<file path="config.mk">
export PLATFORM = sky130hd
export DESIGN_NAME = xcvr_pwr_seq
export DESIGN_NICKNAME = d
export VERILOG_FILES = /design/src/rtl/xps_pkg.sv /design/src/rtl/xps_sync.sv /design/src/rtl/xps_rst_qual.sv /design/src/rtl/xps_timeline.sv /design/src/rtl/xps_phase_dec.sv /design/src/rtl/xcvr_pwr_seq.sv
export SDC_FILE = /design/constraint.sdc
export NUM_CORES = 1
export LEC_CHECK = 0
export CAP_MARGIN = 20
export CORE_UTILIZATION = 45
export CTS_CLUSTER_DIAMETER = 50
export CTS_CLUSTER_SIZE = 8
export DETAILED_ROUTE_END_ITERATION = 8
export DONT_BUFFER_PORTS = 1
export PLACE_DENSITY = 0.69
export SLEW_MARGIN = 20
export SYNTH_ARGS = -nofsm -noshare
export SYNTH_HDL_FRONTEND = slang
export SYNTH_HIERARCHICAL = 1
export SYNTH_SLANG_ARGS = --single-unit
</file>
<file path="constraint.sdc">
create_clock -name clk -period 4.25 [get_ports clk]
set_clock_uncertainty 0.05 [all_clocks]
set_input_delay 0.425 -clock clk [delete_from_list [all_inputs] [get_ports clk]]
set_output_delay 0.425 -clock clk [all_outputs]
set_load 0.02 [all_outputs]
</file>
<file path="src/rtl/xps_pkg.sv">
package xps_pkg;
  typedef enum logic [1:0] {M_HOLD = 2'd0, M_RST = 2'd1, M_RUN = 2'd2} mode_e;
  localparam int PH_N      = 7;
  localparam int PH_HOLD   = 0;
  localparam int PH_RST    = 1;
  localparam int PH_BIAS   = 2;
  localparam int PH_PLL    = 3;
  localparam int PH_RXANA  = 4;
  localparam int PH_RXDATA = 5;
  localparam int PH_READY  = 6;
endpackage

</file>
<file path="src/rtl/xps_sync.sv">
module xps_sync #(
  parameter int W = 1,
  parameter logic [W-1:0] RST_VAL = '0
) (
  input  logic         clk,
  input  logic         arst_n,
  input  logic [W-1:0] d,
  output logic [W-1:0] q
);
  logic [W-1:0] meta;
  always_ff @(posedge clk or negedge arst_n) begin
    if (!arst_n) begin
      meta <= RST_VAL;
      q    <= RST_VAL;
    end else begin
      meta <= d;
      q    <= meta;
    end
  end
endmodule

</file>
<file path="src/rtl/xps_rst_qual.sv">
module xps_rst_qual #(
  parameter int MIN_TICKS = 4
) (
  input  logic clk,
  input  logic arst_n,
  input  logic low_s,
  output logic accepted
);
  localparam int QW = $clog2(MIN_TICKS + 1);
  localparam logic [QW-1:0] QMAX = QW'(MIN_TICKS);
  logic [QW-1:0] low_cnt;

  always_ff @(posedge clk or negedge arst_n) begin
    if (!arst_n)            low_cnt <= '0;
    else if (!low_s)        low_cnt <= '0;
    else if (low_cnt != QMAX) low_cnt <= low_cnt + QW'(1);
  end

  assign accepted = (low_cnt == QMAX);


  release_drop_chk: assert property (@(posedge clk) disable iff (!arst_n)
    !low_s |=> !accepted);
endmodule

</file>
<file path="src/rtl/xps_timeline.sv">
module xps_timeline
  import xps_pkg::*;
#(
  parameter int HOLD_TICKS  = 160,
  parameter int READY_TICKS = 1432,
  parameter int CNT_W       = 11
) (
  input  logic             clk,
  input  logic             arst_n,
  input  logic             sup_s,
  input  logic             gate,
  input  logic             acc,
  output mode_e            mode,
  output logic [CNT_W-1:0] cnt
);
  localparam logic [CNT_W-1:0] HOLD_LAST = CNT_W'(HOLD_TICKS - 1);
  localparam logic [CNT_W-1:0] RDY_CNT   = CNT_W'(READY_TICKS);

  always_ff @(posedge clk or negedge arst_n) begin
    if (!arst_n) begin
      mode <= M_HOLD;
      cnt  <= '0;
    end else begin
      case (mode)
        M_HOLD: if (sup_s) begin
          if (cnt == HOLD_LAST) begin
            mode <= acc ? M_RST : M_RUN;
            cnt  <= '0;
          end else begin
            cnt <= cnt + CNT_W'(1);
          end
        end
        M_RST: begin
          cnt <= '0;
          if (!acc) mode <= M_RUN;
        end
        default: begin
          if (acc) begin
            mode <= M_RST;
            cnt  <= '0;
          end else if (gate) begin
            cnt <= '0;
          end else if (cnt != RDY_CNT) begin
            cnt <= cnt + CNT_W'(1);
          end
        end
      endcase
    end
  end


  run_step_chk: assert property (@(posedge clk) disable iff (!arst_n)
    (mode == M_RUN && cnt != '0) |->
      ($past(mode) == M_RUN && (cnt == $past(cnt) || cnt == $past(cnt) + CNT_W'(1))));


  gate_park_chk: assert property (@(posedge clk) disable iff (!arst_n)
    ($past(mode) == M_RUN && $past(gate) && !$past(acc)) |-> (cnt == '0));


  rst_exit_chk: assert property (@(posedge clk) disable iff (!arst_n)
    (mode == M_RST) |=> (mode != M_HOLD && cnt == '0));
endmodule

</file>
<file path="src/rtl/xps_phase_dec.sv">
module xps_phase_dec
  import xps_pkg::*;
#(
  parameter int CNT_W       = 11,
  parameter int PLL_TICKS   = 128,
  parameter int RXANA_TICKS = 1048,
  parameter int RXDAT_TICKS = 1304,
  parameter int READY_TICKS = 1432
) (
  input  mode_e            mode,
  input  logic [CNT_W-1:0] cnt,
  output logic [PH_N-1:0]  phase
);
  localparam logic [CNT_W-1:0] B_PLL   = CNT_W'(PLL_TICKS);
  localparam logic [CNT_W-1:0] B_RXANA = CNT_W'(RXANA_TICKS);
  localparam logic [CNT_W-1:0] B_RXDAT = CNT_W'(RXDAT_TICKS);
  localparam logic [CNT_W-1:0] B_READY = CNT_W'(READY_TICKS);

  always_comb begin
    phase = '0;
    case (mode)
      M_HOLD: phase[PH_HOLD] = 1'b1;
      M_RST:  phase[PH_RST]  = 1'b1;
      default: begin
        if      (cnt < B_PLL)   phase[PH_BIAS]   = 1'b1;
        else if (cnt < B_RXANA) phase[PH_PLL]    = 1'b1;
        else if (cnt < B_RXDAT) phase[PH_RXANA]  = 1'b1;
        else if (cnt < B_READY) phase[PH_RXDATA] = 1'b1;
        else                    phase[PH_READY]  = 1'b1;
      end
    endcase
  end
endmodule

</file>
<file path="src/rtl/xcvr_pwr_seq.sv">
module xcvr_pwr_seq
  import xps_pkg::*;
#(
  parameter int TICKS_PER_US = 4,
  parameter int HOLD_US      = 40,
  parameter int RST_MIN_US   = 1,
  parameter int PLL_US       = 32,
  parameter int RXANA_US     = 262,
  parameter int RXDATA_US    = 326,
  parameter int READY_US     = 358
) (
  input  logic        clk,
  input  logic        supply_ok,
  input  logic        rst_pin_n,
  input  logic        pll_bypass,
  input  logic        low_power,
  output logic        pll_force_min,
  output logic        serial_out_zero,
  output logic        rx_word_freeze,
  output logic        deser_clk_rst,
  output logic        phase_sel_clr,
  output logic        dfilt_clr,
  output logic        comma_det_en,
  output logic        rx_valid,
  output logic [6:0]  phase_onehot
);
  localparam int HOLD_T  = HOLD_US * TICKS_PER_US;
  localparam int RMIN_T  = RST_MIN_US * TICKS_PER_US;
  localparam int PLL_T   = PLL_US * TICKS_PER_US;
  localparam int RXANA_T = RXANA_US * TICKS_PER_US;
  localparam int RXDAT_T = RXDATA_US * TICKS_PER_US;
  localparam int READY_T = READY_US * TICKS_PER_US;
  localparam int MAX_T   = (HOLD_T > READY_T) ? HOLD_T : READY_T;
  localparam int CNT_W   = $clog2(MAX_T + 1);

  logic             sup_s;
  logic [2:0]       ctl_s;
  logic             acc;
  mode_e            mode;
  logic [CNT_W-1:0] cnt;
  logic [PH_N-1:0]  phase;
  logic             forced;

  xps_sync #(.W(1), .RST_VAL(1'b0)) u_sup_sync (
    .clk(clk), .arst_n(supply_ok), .d(1'b1), .q(sup_s));

  xps_sync #(.W(3), .RST_VAL(3'b100)) u_ctl_sync (
    .clk(clk), .arst_n(supply_ok),
    .d({rst_pin_n, pll_bypass, low_power}), .q(ctl_s));

  xps_rst_qual #(.MIN_TICKS(RMIN_T)) u_qual (
    .clk(clk), .arst_n(supply_ok), .low_s(!ctl_s[2]), .accepted(acc));

  xps_timeline #(.HOLD_TICKS(HOLD_T), .READY_TICKS(READY_T), .CNT_W(CNT_W)) u_tl (
    .clk(clk), .arst_n(supply_ok), .sup_s(sup_s),
    .gate(ctl_s[1] | ctl_s[0]), .acc(acc), .mode(mode), .cnt(cnt));

  xps_phase_dec #(.CNT_W(CNT_W), .PLL_TICKS(PLL_T), .RXANA_TICKS(RXANA_T),
                  .RXDAT_TICKS(RXDAT_T), .READY_TICKS(READY_T)) u_dec (
    .mode(mode), .cnt(cnt), .phase(phase));

  assign forced          = phase[PH_HOLD] | phase[PH_RST];
  assign pll_force_min   = forced | phase[PH_BIAS];
  assign serial_out_zero = forced;
  assign rx_word_freeze  = forced;
  assign deser_clk_rst   = forced;
  assign phase_sel_clr   = forced;
  assign dfilt_clr       = forced;
  assign comma_det_en    = phase[PH_READY];
  assign rx_valid        = phase[PH_READY];
  assign phase_onehot    = phase;


  phase_onehot_chk: assert property (@(posedge clk) disable iff (!supply_ok)
    $countones(phase_onehot) == 1);


  ready_order_chk: assert property (@(posedge clk) disable iff (!supply_ok)
    (phase_onehot[PH_READY] && !$past(phase_onehot[PH_READY])) |->
      $past(phase_onehot[PH_RXDATA]));


  rst_force_chk: assert property (@(posedge clk) disable iff (!supply_ok)
    phase_onehot[PH_RST] |-> (serial_out_zero && pll_force_min && dfilt_clr &&
                              phase_sel_clr && !comma_det_en && !rx_valid));


  restart_chk: assert property (@(posedge clk) disable iff (!supply_ok)
    ($past(phase_onehot[PH_RST]) && !phase_onehot[PH_RST]) |-> phase_onehot[PH_BIAS]);


  comma_gate_chk: assert property (@(posedge clk) disable iff (!supply_ok)
    comma_det_en |-> (!pll_force_min && !serial_out_zero && rx_valid));
endmodule

</file>
After elaboration in Yosys (flattened, before gate mapping)
Cells that the tools add are included.
Widths: inputs -> output; s select.
- output and inout port bits: 15
- bits in registers: 24
- reduce and logical (&&, ||, !) cells: 7
- equal/unequal tests: 8
- add/subtract/negate cells: 2
- order comparisons: 4
- multiplexer cells: 25
- bitwise gates (word level): 3
- operators by type and width (operator ; number):
    $mux 11 ; 5
    $lt 11x11->1 const B ; 3
    $pmux 11 s2 ; 1
    $mux 2 ; 6
    $add 11x1->11 const B ; 1
    $eq 11x8->1 const B ; 1
    $lt 11x8->1 const B ; 1
    $ne 11x11->1 const B ; 1
    $mux 3 ; 3
    $mux 1 ; 7
    $ne 2x2->1 const B ; 3
    $mux 5 ; 1
    $reduce_bool 5->1 ; 1
    $mux 4 ; 1
    $pmux 2 s2 ; 1
    $reduce_and 4->1 ; 1
    $add 3x1->3 const B ; 1
    $eq 3x3->1 const B ; 1
    $ne 3x3->1 const B ; 1
    $or 1x1->1 ; 3
    $reduce_bool 3->1 ; 1
    $eq 2x1->1 const B ; 1
    $logic_not 2->1 ; 1
    $reduce_and 2->1 ; 1
    2 further kinds ; 2

Logic depth before layout (Yosys ltp)
Gate-level depths: netlist (run 1).
- depth after elaboration: 7
- gate-level depth with buffers: 9
- mapped depth without buffers: 8

Modules after synthesis
Netlist (run 1), hierarchy kept.
- by module, submodules not included (module ; area an instance (µm²) ; sequential area each (µm²) ; times used ; cells an instance):
    xps_timeline ; 812.0 ; 325.3 ; 1 ; 85
    xps_rst_qual ; 171.4 ; 75.1 ; 1 ; 17
    xps_sync (u_ctl_sync) ; 152.6 ; 152.6 ; 1 ; 6
    xps_phase_dec ; 131.4 ; 0.0 ; 1 ; 18
    xcvr_pwr_seq ; 71.3 ; 0.0 ; 1 ; 11
    xps_sync (u_sup_sync) ; 50.0 ; 50.0 ; 1 ; 2

Least setup slack after synthesis (run 1)
OpenSTA, ideal clock, no wires.
- kind: reg2out
- start point: register u_tl.mode[1]
- end point: output pll_force_min
- required time: 3.775 ns
- stages on the path, launching flop included: 4
- setup slack: 2.013 ns
- path buffers: 0
- arrival time: 1.762 ns
- path through: dfrtp_1 > nor2b_1 > nor4b_1 > or3_1
- word-level cells in the longest chain between the ends: 4
- elaborated cells between the ends (all ways): 8
- those cells by class: eq/ne: 1; mux: 3; bitwise: 2; reduce/logical: 2
- RTL lines (element ; RTL line ; RTL):
    start: declaration ; xps_timeline.sv:13 ; output mode_e mode,
    start signal: assignment ; xps_timeline.sv:27 ; mode <= acc ? M_RST : M_RUN;
    $eq 2x1->1 or $logic_not 2->1 (tied branches) ; xps_phase_dec.sv:21 ; case (mode)
    $reduce_or 2->1 (no line) * ; n/a ;
    $mux 5 * ; xps_phase_dec.sv:21 ;
    via phase_onehot[2] ; xcvr_pwr_seq.sv:25 ; output logic [6:0] phase_onehot
    $or 1x1->1 * ; xcvr_pwr_seq.sv:63 ; assign pll_force_min = forced | phase[PH_BIAS];
    end: declaration ; xcvr_pwr_seq.sv:17 ; output logic pll_force_min,
The timed path passes the listed nets; every way through them passes the cells marked *.

Final worst setup path (run 1)
Ends and elaborated chain as after synthesis.

==> impl_metrics.tcl, run 1 <==
set metrics [dict create \
    peakVddDrop_mv 0.206 \
    firstDrtPassIters 7 \
    starting_density_pct 49.1 \
    post_synth_instance_area_sq_um 1390 \
    core_area_sq_um 2830 \
    dieWidth_um 57.6 \
    fmax_mhz 359 \
    synth-edff-count 0 \
    regToRegStartpoint "u_qual/low_cnt[0]$_DFFE_PN0P_" \
    drv_cap 0 \
    h-tree-depth 1 \
    yosys.area_share.xor_xnor_pct 0.631 \
    insertedDiodeCount 0 \
    die_height_um 57.6 \
    synthesis.instances 139 \
    remaining_antenna_violation_count 0 \
    cts_buffers 3 \
    ys_ff_latch 24 \
    yosysMostFrequentCell "sky130_fd_sc_hd__dfrtp_1" \
    whs_ps 35.7 \
    combinationalPowerShare_pct 21.5 \
    leakagePower_nw 0.621 \
    power_report.internal_total_mw 0.418 \
    hold_start "rst_pin_n" \
    totalNegativeSetupSlack_ps 0 \
    clkLatencyLatePin_ps 330 \
    detailedPlacementHpwl_um 1750 \
    critical_path_arrival_ps 2310 \
    failing_checks "design-rule violations" \
    synth.lib_cells_used.distinct 45 \
    sequential_power_share_pct 50.9 \
    synth_seq_area_share_pct 43.4 \
    synth-async-reset-ratio_pct 100 \
    grt_overflow 0 \
    design.final.nets 148 \
    synthesis.nets 148 \
    synthFlopType "sky130_fd_sc_hd__dfrtp_1" \
    grt_usage_pct 17.1 \
    clk_path_buf_depth 2 \
    post-place-ws_ps 1870 \
    synthDominantCellAreaShare_pct 39.6 \
    run_status "complete, but fails checks" \
    worst_ep_required_time_ps 3770 \
    final.min_clock_period_ps 2790 \
    post_synth_mux_area_share_pct 0 \
    routedWlPerCell_um 15.3 \
    layout-area-overhead-vs-synth_pct 4.68 \
    least_margin_pin_slew_ps 1050 \
    netlist_top_cells_area "sky130_fd_sc_hd__dfrtp_1, sky130_fd_sc_hd__o21ai_1, sky130_fd_sc_hd__dfstp_2, sky130_fd_sc_hd__ha_1, sky130_fd_sc_hd__nor2_1" \
    cts.sinks 24 \
    r2r.worst_path.cells 8 \
    clk_pin_slew_ps 150 \
    synth_top_family_by_area "simple AND/OR/NAND/NOR gates" \
    final_layout_size_suffix_gt1_share_pct 14.5 \
    synthTopCellsByCount "sky130_fd_sc_hd__dfrtp_1, sky130_fd_sc_hd__nor2_1, sky130_fd_sc_hd__o21ai_1" \
    critical_path.max_fanout 11 \
    report.final.setup_viol 0 \
    power_density_nw_per_um2 421 \
    ff2ff_setup_slack_ps 2120 \
    cts_tree "built" \
    rows 19 \
    hold_depth 0 \
    timing.final.max_slew_violations 0 \
    startpoint_type "flip-flop" \
    gpl_congestion 0.790 \
    cts.root.buffer_cell "sky130_fd_sc_hd__clkbuf_4" \
    synth-compound-area-share_pct 21.1 \
    critical_path_capture_point_type "primary output" \
    port_buffers 0 \
    die-area_sq_um 3310 \
    synth-adder-area-share_pct 3.60 \
    total_switching_power_mw 0.195 \
    setup_ws_ps 1460 \
    worstHoldEndpoint "u_ctl_sync/meta[2]$_DFF_PN1_" \
    finalHoldViolations 0 \
    synth_warn 6 \
    total_setup_buffers_inserted_after_cts 0 \
    hp-class "in2reg" \
    dr_total_vias 1033 \
    routed_wl_um 2580 \
    1st_iter_drt_viols 112 \
    power.share.switching_pct 31.7 \
    avgViaCountPerCell 6.11 \
    grt_setup_unrepaired "no" \
    yosys.area.top_type "sky130_fd_sc_hd__dfrtp_1" \
    syn_avg_cell_area_sq_um 9.99 \
    first_global_vias 976 \
    reg2reg_to "u_tl/cnt[4]$_DFFE_PN0P_" \
    worst_slew_margin_rel_pct 28.8 \
    grt_start_max_net_pins 25 \
    grt_first_pass_wirelength_um 4370 \
    remaining_drc_errors 6 \
    period_share_pct 65.6 \
    pwr-share-clk_pct 27.6 \
    boundaryPins 20 \
    timing.setup.critical_path_class "reg2out" \
    synth-simple-area-share_pct 25.3 \
    antenna_found_initial 0 \
]
## sequential cells by signal, summed over array words and instances, names as in the netlist
register	cells
u_sup_sync/q	1
u_ctl_sync/meta	3
u_ctl_sync/q	3
u_tl/mode	2
u_sup_sync/meta	1
u_qual/low_cnt	3
u_tl/cnt	11
## cells by family after synthesis
| family | Yosys count |
|---|---|
| other | 1 |
| AND/OR/NAND/NOR | 60 |
| flip-flops | 24 |
| AO/OA/AOI/OAI | 36 |
| buffers and inverters | 13 |
| XOR/XNOR | 1 |
| adder cells (fa/ha/maj) | 4 |
## routing by layer
layer | up-vias | wire (um) | part of all wire, % | global-route usage, %
met2 | 24 | 1210 | 47 | 28.2
met3 | 5 | 120 | 4.6 | 2.49
met1 | 500 | 1220 | 47 | 22.8
met4 | 0 | 32 | 1.2 | 6.62
li1 | 504 | - | - | -
met5 | - | 0 | 0 | 0
## worst max path at each step
stage,cells past startpoint,slack [ps],endpoint,from
detailed placement,3,1870,pll_force_min,u_tl/mode[1]$_DFFE_PN0P_
CTS,3,1470,pll_force_min,u_tl/mode[1]$_DFFE_PN0P_
floorplan,3,2010,pll_force_min,u_tl/mode[1]$_DFFE_PN0P_
global route,3,1340,pll_force_min,u_tl/mode[1]$_DFFE_PN0P_
finish,3,1460,pll_force_min,u_tl/mode[1]$_DFFE_PN0P_
global placement,3,1880,pll_force_min,u_tl/mode[1]$_DFFE_PN0P_
## placed cells by master, fill, tap and decap left out, types with 2 or more instances in the layout
cell / n
sky130_fd_sc_hd__nand2_1: 7
sky130_fd_sc_hd__ha_1: 4
sky130_fd_sc_hd__nand2b_1: 2
sky130_fd_sc_hd__nor2_1: 13
sky130_fd_sc_hd__dfstp_2: 2
sky130_fd_sc_hd__clkbuf_4: 3
sky130_fd_sc_hd__a21oi_1: 2
sky130_fd_sc_hd__a22o_1: 5
sky130_fd_sc_hd__dfrtp_1: 22
sky130_fd_sc_hd__a2bb2oi_1: 3
sky130_fd_sc_hd__nand3_1: 5
sky130_fd_sc_hd__inv_1: 6
sky130_fd_sc_hd__o21ai_1: 11
sky130_fd_sc_hd__nand4_1: 5
sky130_fd_sc_hd__and3_1: 4
sky130_fd_sc_hd__nor2b_1: 4
sky130_fd_sc_hd__nor3_1: 7
sky130_fd_sc_hd__or3_1: 2
sky130_fd_sc_hd__o21ai_2: 2
sky130_fd_sc_hd__or2_1: 2
## power by group through the flow
stage	Sequential [mW]	Combinational, mW	Clock, mW
6_report	0.312	0.132	0.169
5_1_grt	0.318	0.148	0.179
4_1_cts	0.311	0.132	0.174
3_5_place_dp	0.316	0.123	0
3_3_place_gp	0.314	0.120	0
2_1_floorplan	0.303	0.105	0
## per-stage QoR
| stage | cells | power, mW | util [%] | instance area, sq um |
|---|---|---|---|---|
| 4_1_cts | 169 | 0.618 | 51.4 | 1450 |
| 3_5_place_dp | 163 | 0.439 | 48.5 | 1370 |
| 2_1_floorplan | 139 | 0.408 | - | 1390 |
| 3_3_place_gp | 163 | 0.434 | 48.5 | 1370 |
| 5_1_grt | 169 | 0.645 | 51.4 | 1450 |
| 6_report | 169 | 0.613 | 51.4 | 1450 |
## area by class of cell
cell class                      count  area, sq um
Fill cell                         266         1380
Timing Repair Buffer                2         30.0
Inverter                            6         22.5
Sequential cell                    24          603
Clock inverter                      1         30.0
Tap cell                           31         38.8
Multi-Input combinational cell    102          707
Clock buffer                        3         22.5
## worst max-delay path, stage by stage, from the launching register on
cell and delay (ps):
sky130_fd_sc_hd__dfrtp_1 550, sky130_fd_sc_hd__nor2b_1 240, sky130_fd_sc_hd__nor4b_1 870, sky130_fd_sc_hd__or3_1 320
## timing repair
| item | CTS | global route |
|---|---|---|
| hold buffers | 2 | 0 |
| resized for setup | 0 | 0 |
| hold endpoints to repair | 24 | 0 |
Note: power is estimated with default switching activity, not from simulation.
==> run 2: changes to the inputs <==
ABC_AREA = 1   (was not set)
PLACE_DENSITY = 0.71   (was 0.69)
clock period = 2.4 ns   (was 4.25 ns; I/O delays follow)
==> impl_metrics.tcl, run 2 <==
set metrics [dict create \
    run_status "complete, no violations" \
    dr_total_vias 1166 \
    critical_path_arrival_ps 1760 \
    insertedDiodeCount 0 \
    synth_top_family_by_area "simple AND/OR/NAND/NOR gates" \
    critPathMostFrequentCell "sky130_fd_sc_hd__nand2_1" \
    synthFlopType "sky130_fd_sc_hd__dfrtp_1" \
    post_synth_instance_area_sq_um 1480 \
    grt_setup_unrepaired "no" \
    power.share.switching_pct 29.6 \
    totalPowerFinal_mw 0.987 \
    synth-async-reset-ratio_pct 100 \
    yosys.area_share.xor_xnor_pct 2.37 \
    power_report.internal_total_mw 0.695 \
    port_buffers 0 \
    die_height_um 59.3 \
    stdcell_count 246 \
    antenna_found_initial 0 \
    detailedPlacementHpwl_um 1800 \
    routed_wl_um 2550 \
    grt_usage_pct 16.0 \
    avgViaCountPerCell 4.74 \
    1st_iter_drt_viols 55 \
    finalHoldViolations 0 \
    fmax_mhz 489 \
    highest-signal-layer "met4" \
    synth-edff-count 0 \
    worstPathBufferInverterCount 2 \
    sequential_power_share_pct 52.3 \
    synth-simple-area-share_pct 37.5 \
    met2RoutedLength_um 1160 \
    startpoint_type "flip-flop" \
    boundaryPins 20 \
    leakagePower_nw 0.835 \
    totalNegativeSetupSlack_ps 0 \
    placed_area_sq_um 1460 \
    syn_avg_cell_area_sq_um 7.34 \
    post_synth_mux_area_share_pct 0 \
    synth-compound-area-share_pct 2.29 \
    grt_start_max_net_pins 25 \
    timing.final.max_slew_violations 0 \
    cts_tree "built" \
    most-common-layout-cells "sky130_fd_sc_hd__nand2_1, sky130_fd_sc_hd__inv_1, sky130_fd_sc_hd__nor2_1, sky130_fd_sc_hd__dfrtp_1, sky130_fd_sc_hd__nand3_1" \
    synth-adder-area-share_pct 3.39 \
    clkLatencyLatePin_ps 320 \
    clk_pin_slew_ps 130 \
    report.final.setup_viol 0 \
    timing.setup.critical_path_class "reg2out" \
    synthesis.nets 210 \
    worst_ep_required_time_ps 2110 \
    largest_register "u_tl/cnt" \
    least_margin_pin_slew_ps 537 \
    synth.lib_cells_used.distinct 27 \
    detailroute.wirelength.met3_um 129 \
    largest_register_ffs 11 \
    peakVddDrop_mv 0.299 \
    final.min_clock_period_ps 2050 \
    cts.root.buffer_cell "sky130_fd_sc_hd__clkbuf_4" \
    final_core_util_pct 50.7 \
    critPathSlowestCell "sky130_fd_sc_hd__dfrtp_1" \
    starting_density_pct 47.9 \
    h-tree-depth 1 \
    cts-resized-gates 0 \
    drt-met1-wl_um 1190 \
    synthesis.instances 201 \
    synthTopCellsByCount "sky130_fd_sc_hd__nand2_1, sky130_fd_sc_hd__inv_1, sky130_fd_sc_hd__nor2_1" \
    most_frequent_standard_cell_in_the_layout_excluding_fill_and_tap_cells "sky130_fd_sc_hd__nand2_1" \
    remaining_drc_errors 0 \
    timing.critical_path.cells "inv_1 > nand2_1 > nor2_1 > nand2_1 > nor2_1 > inv_1 > nand2_1" \
    dieWidth_um 59.3 \
    total_switching_power_mw 0.292 \
    worst_slew_margin_rel_pct 64.2 \
    combinationalPowerShare_pct 18.0 \
    remaining_antenna_violation_count 0 \
    power_density_nw_per_um2 633 \
    hp-class "reg2reg" \
    grt_overflow 0 \
    grt_first_pass_wirelength_um 4130 \
    clk_path_buf_depth 2 \
    period_share_pct 85.2 \
    pwr-share-clk_pct 29.7 \
    place.detailed.instances 237 \
    gpl_congestion 0.842 \
    critical_path_capture_point_type "primary output" \
    yosys.area.top_type "sky130_fd_sc_hd__dfrtp_1" \
    design.final.nets 212 \
    yosysMostFrequentCell "sky130_fd_sc_hd__nand2_1" \
    worst_path_largest_cell_delay_ps 490 \
    critical-path-top-delay-family "simple AND/OR/NAND/NOR gates" \
    synthDominantCellAreaShare_pct 37.3 \
    critical_path.max_fanout 8 \
    final_cell_area_sq_um 1560 \
    firstDrtPassIters 4 \
    routedWlPerCell_um 10.4 \
    first_global_vias 917 \
    drv_cap 0 \
    layout-area-overhead-vs-synth_pct 5.68 \
    cts_buffers 3 \
    core_area_sq_um 3080 \
    cts.hold.buffers_added 4 \
    synth_warn 6 \
    die-area_sq_um 3510 \
    total_setup_buffers_inserted_after_cts 0 \
    rows 20 \
    cts.sinks 24 \
    ys_ff_latch 24 \
    final_layout_size_suffix_gt1_share_pct 11.4 \
    synth_seq_area_share_pct 40.9 \
    netlist_top_cells_area "sky130_fd_sc_hd__dfrtp_1, sky130_fd_sc_hd__nand2_1, sky130_fd_sc_hd__inv_1, sky130_fd_sc_hd__nor2_1, sky130_fd_sc_hd__nand3_1" \
]
run 2: final timing paths:
check	from	end	slack, ps	cells past startpoint
setup / recovery	u_tl/cnt[7]$_DFFE_PN0P_	pll_force_min	350	7
hold / removal	u_sup_sync/meta$_DFF_PN0_	u_sup_sync/q$_DFF_PN0_	310	0
setup reg to reg	u_qual/low_cnt[0]$_DFFE_PN0P_	u_tl/cnt[3]$_DFFE_PN0P_	560	12
hold reg to reg	u_sup_sync/meta$_DFF_PN0_	u_sup_sync/q$_DFF_PN0_	310	0
max in group asynchronous	supply_ok	u_ctl_sync/q[2]$_DFF_PN1_	1560	2
min in group asynchronous	supply_ok	u_tl/cnt[2]$_DFFE_PN0P_	360	2
run 2: power by group through the flow:
stage | Sequential [mW] | Combinational (mW) | Clock [mW]
after floorplan | 0.506 | 0.150 | 0
after global placement | 0.525 | 0.159 | 0
after detailed placement | 0.524 | 0.163 | 0
after CTS | 0.517 | 0.178 | 0.305
after global routing | 0.527 | 0.198 | 0.318
final | 0.517 | 0.178 | 0.293
run 2: area by class of cell:
| type | instances | area [sq um] |
|---|---|---|
| fillers | 301 | 1520 |
| flip-flops and latches | 24 | 603 |
| multi-input cells | 137 | 676 |
| clock inverters | 1 | 30.0 |
| inverters | 30 | 113 |
| repair buffers | 7 | 60.1 |
| well taps | 44 | 55.1 |
| clock buffers | 3 | 22.5 |
run 2: routing by layer:
layer / vias up / global-route usage, %
met5: - / 0
met3: 9 / 2.18
met4: 0 / 9.18
met1: 513 / 21.8
met2: 32 / 24.2
li1: 612 / -
run 2: worst register-to-register path: stages, from the launching register on:
cell and delay, ps:
sky130_fd_sc_hd__dfrtp_1 390, sky130_fd_sc_hd__inv_1 60, sky130_fd_sc_hd__ha_1 240, sky130_fd_sc_hd__nand2_2 100, sky130_fd_sc_hd__inv_1 60, sky130_fd_sc_hd__nor2_1 130, sky130_fd_sc_hd__nand2_1 90, sky130_fd_sc_hd__nor2_1 130
sky130_fd_sc_hd__nand2_2 80, sky130_fd_sc_hd__nand2_4 140, sky130_fd_sc_hd__inv_2 120, sky130_fd_sc_hd__nand3b_1 100, sky130_fd_sc_hd__nand2_1 50
run 2: kinds of logic (layout without fill, tap and decap cells):
group	after synthesis	in the layout
AND/OR/NAND/NOR	122	122
XOR/XNOR	4	4
flip-flops	24	24
AO/OA/AOI/OAI	6	6
other	1	1
buffers and inverters	40	41
adder cells (fa/ha/maj)	4	4
run 2: stage by stage:
step,setup slack [ps],hold slack (ps)
floorplan,806,-106
global placement,619,-105
detailed placement,566,-105
CTS,345,316
global route,156,321
finish,355,311
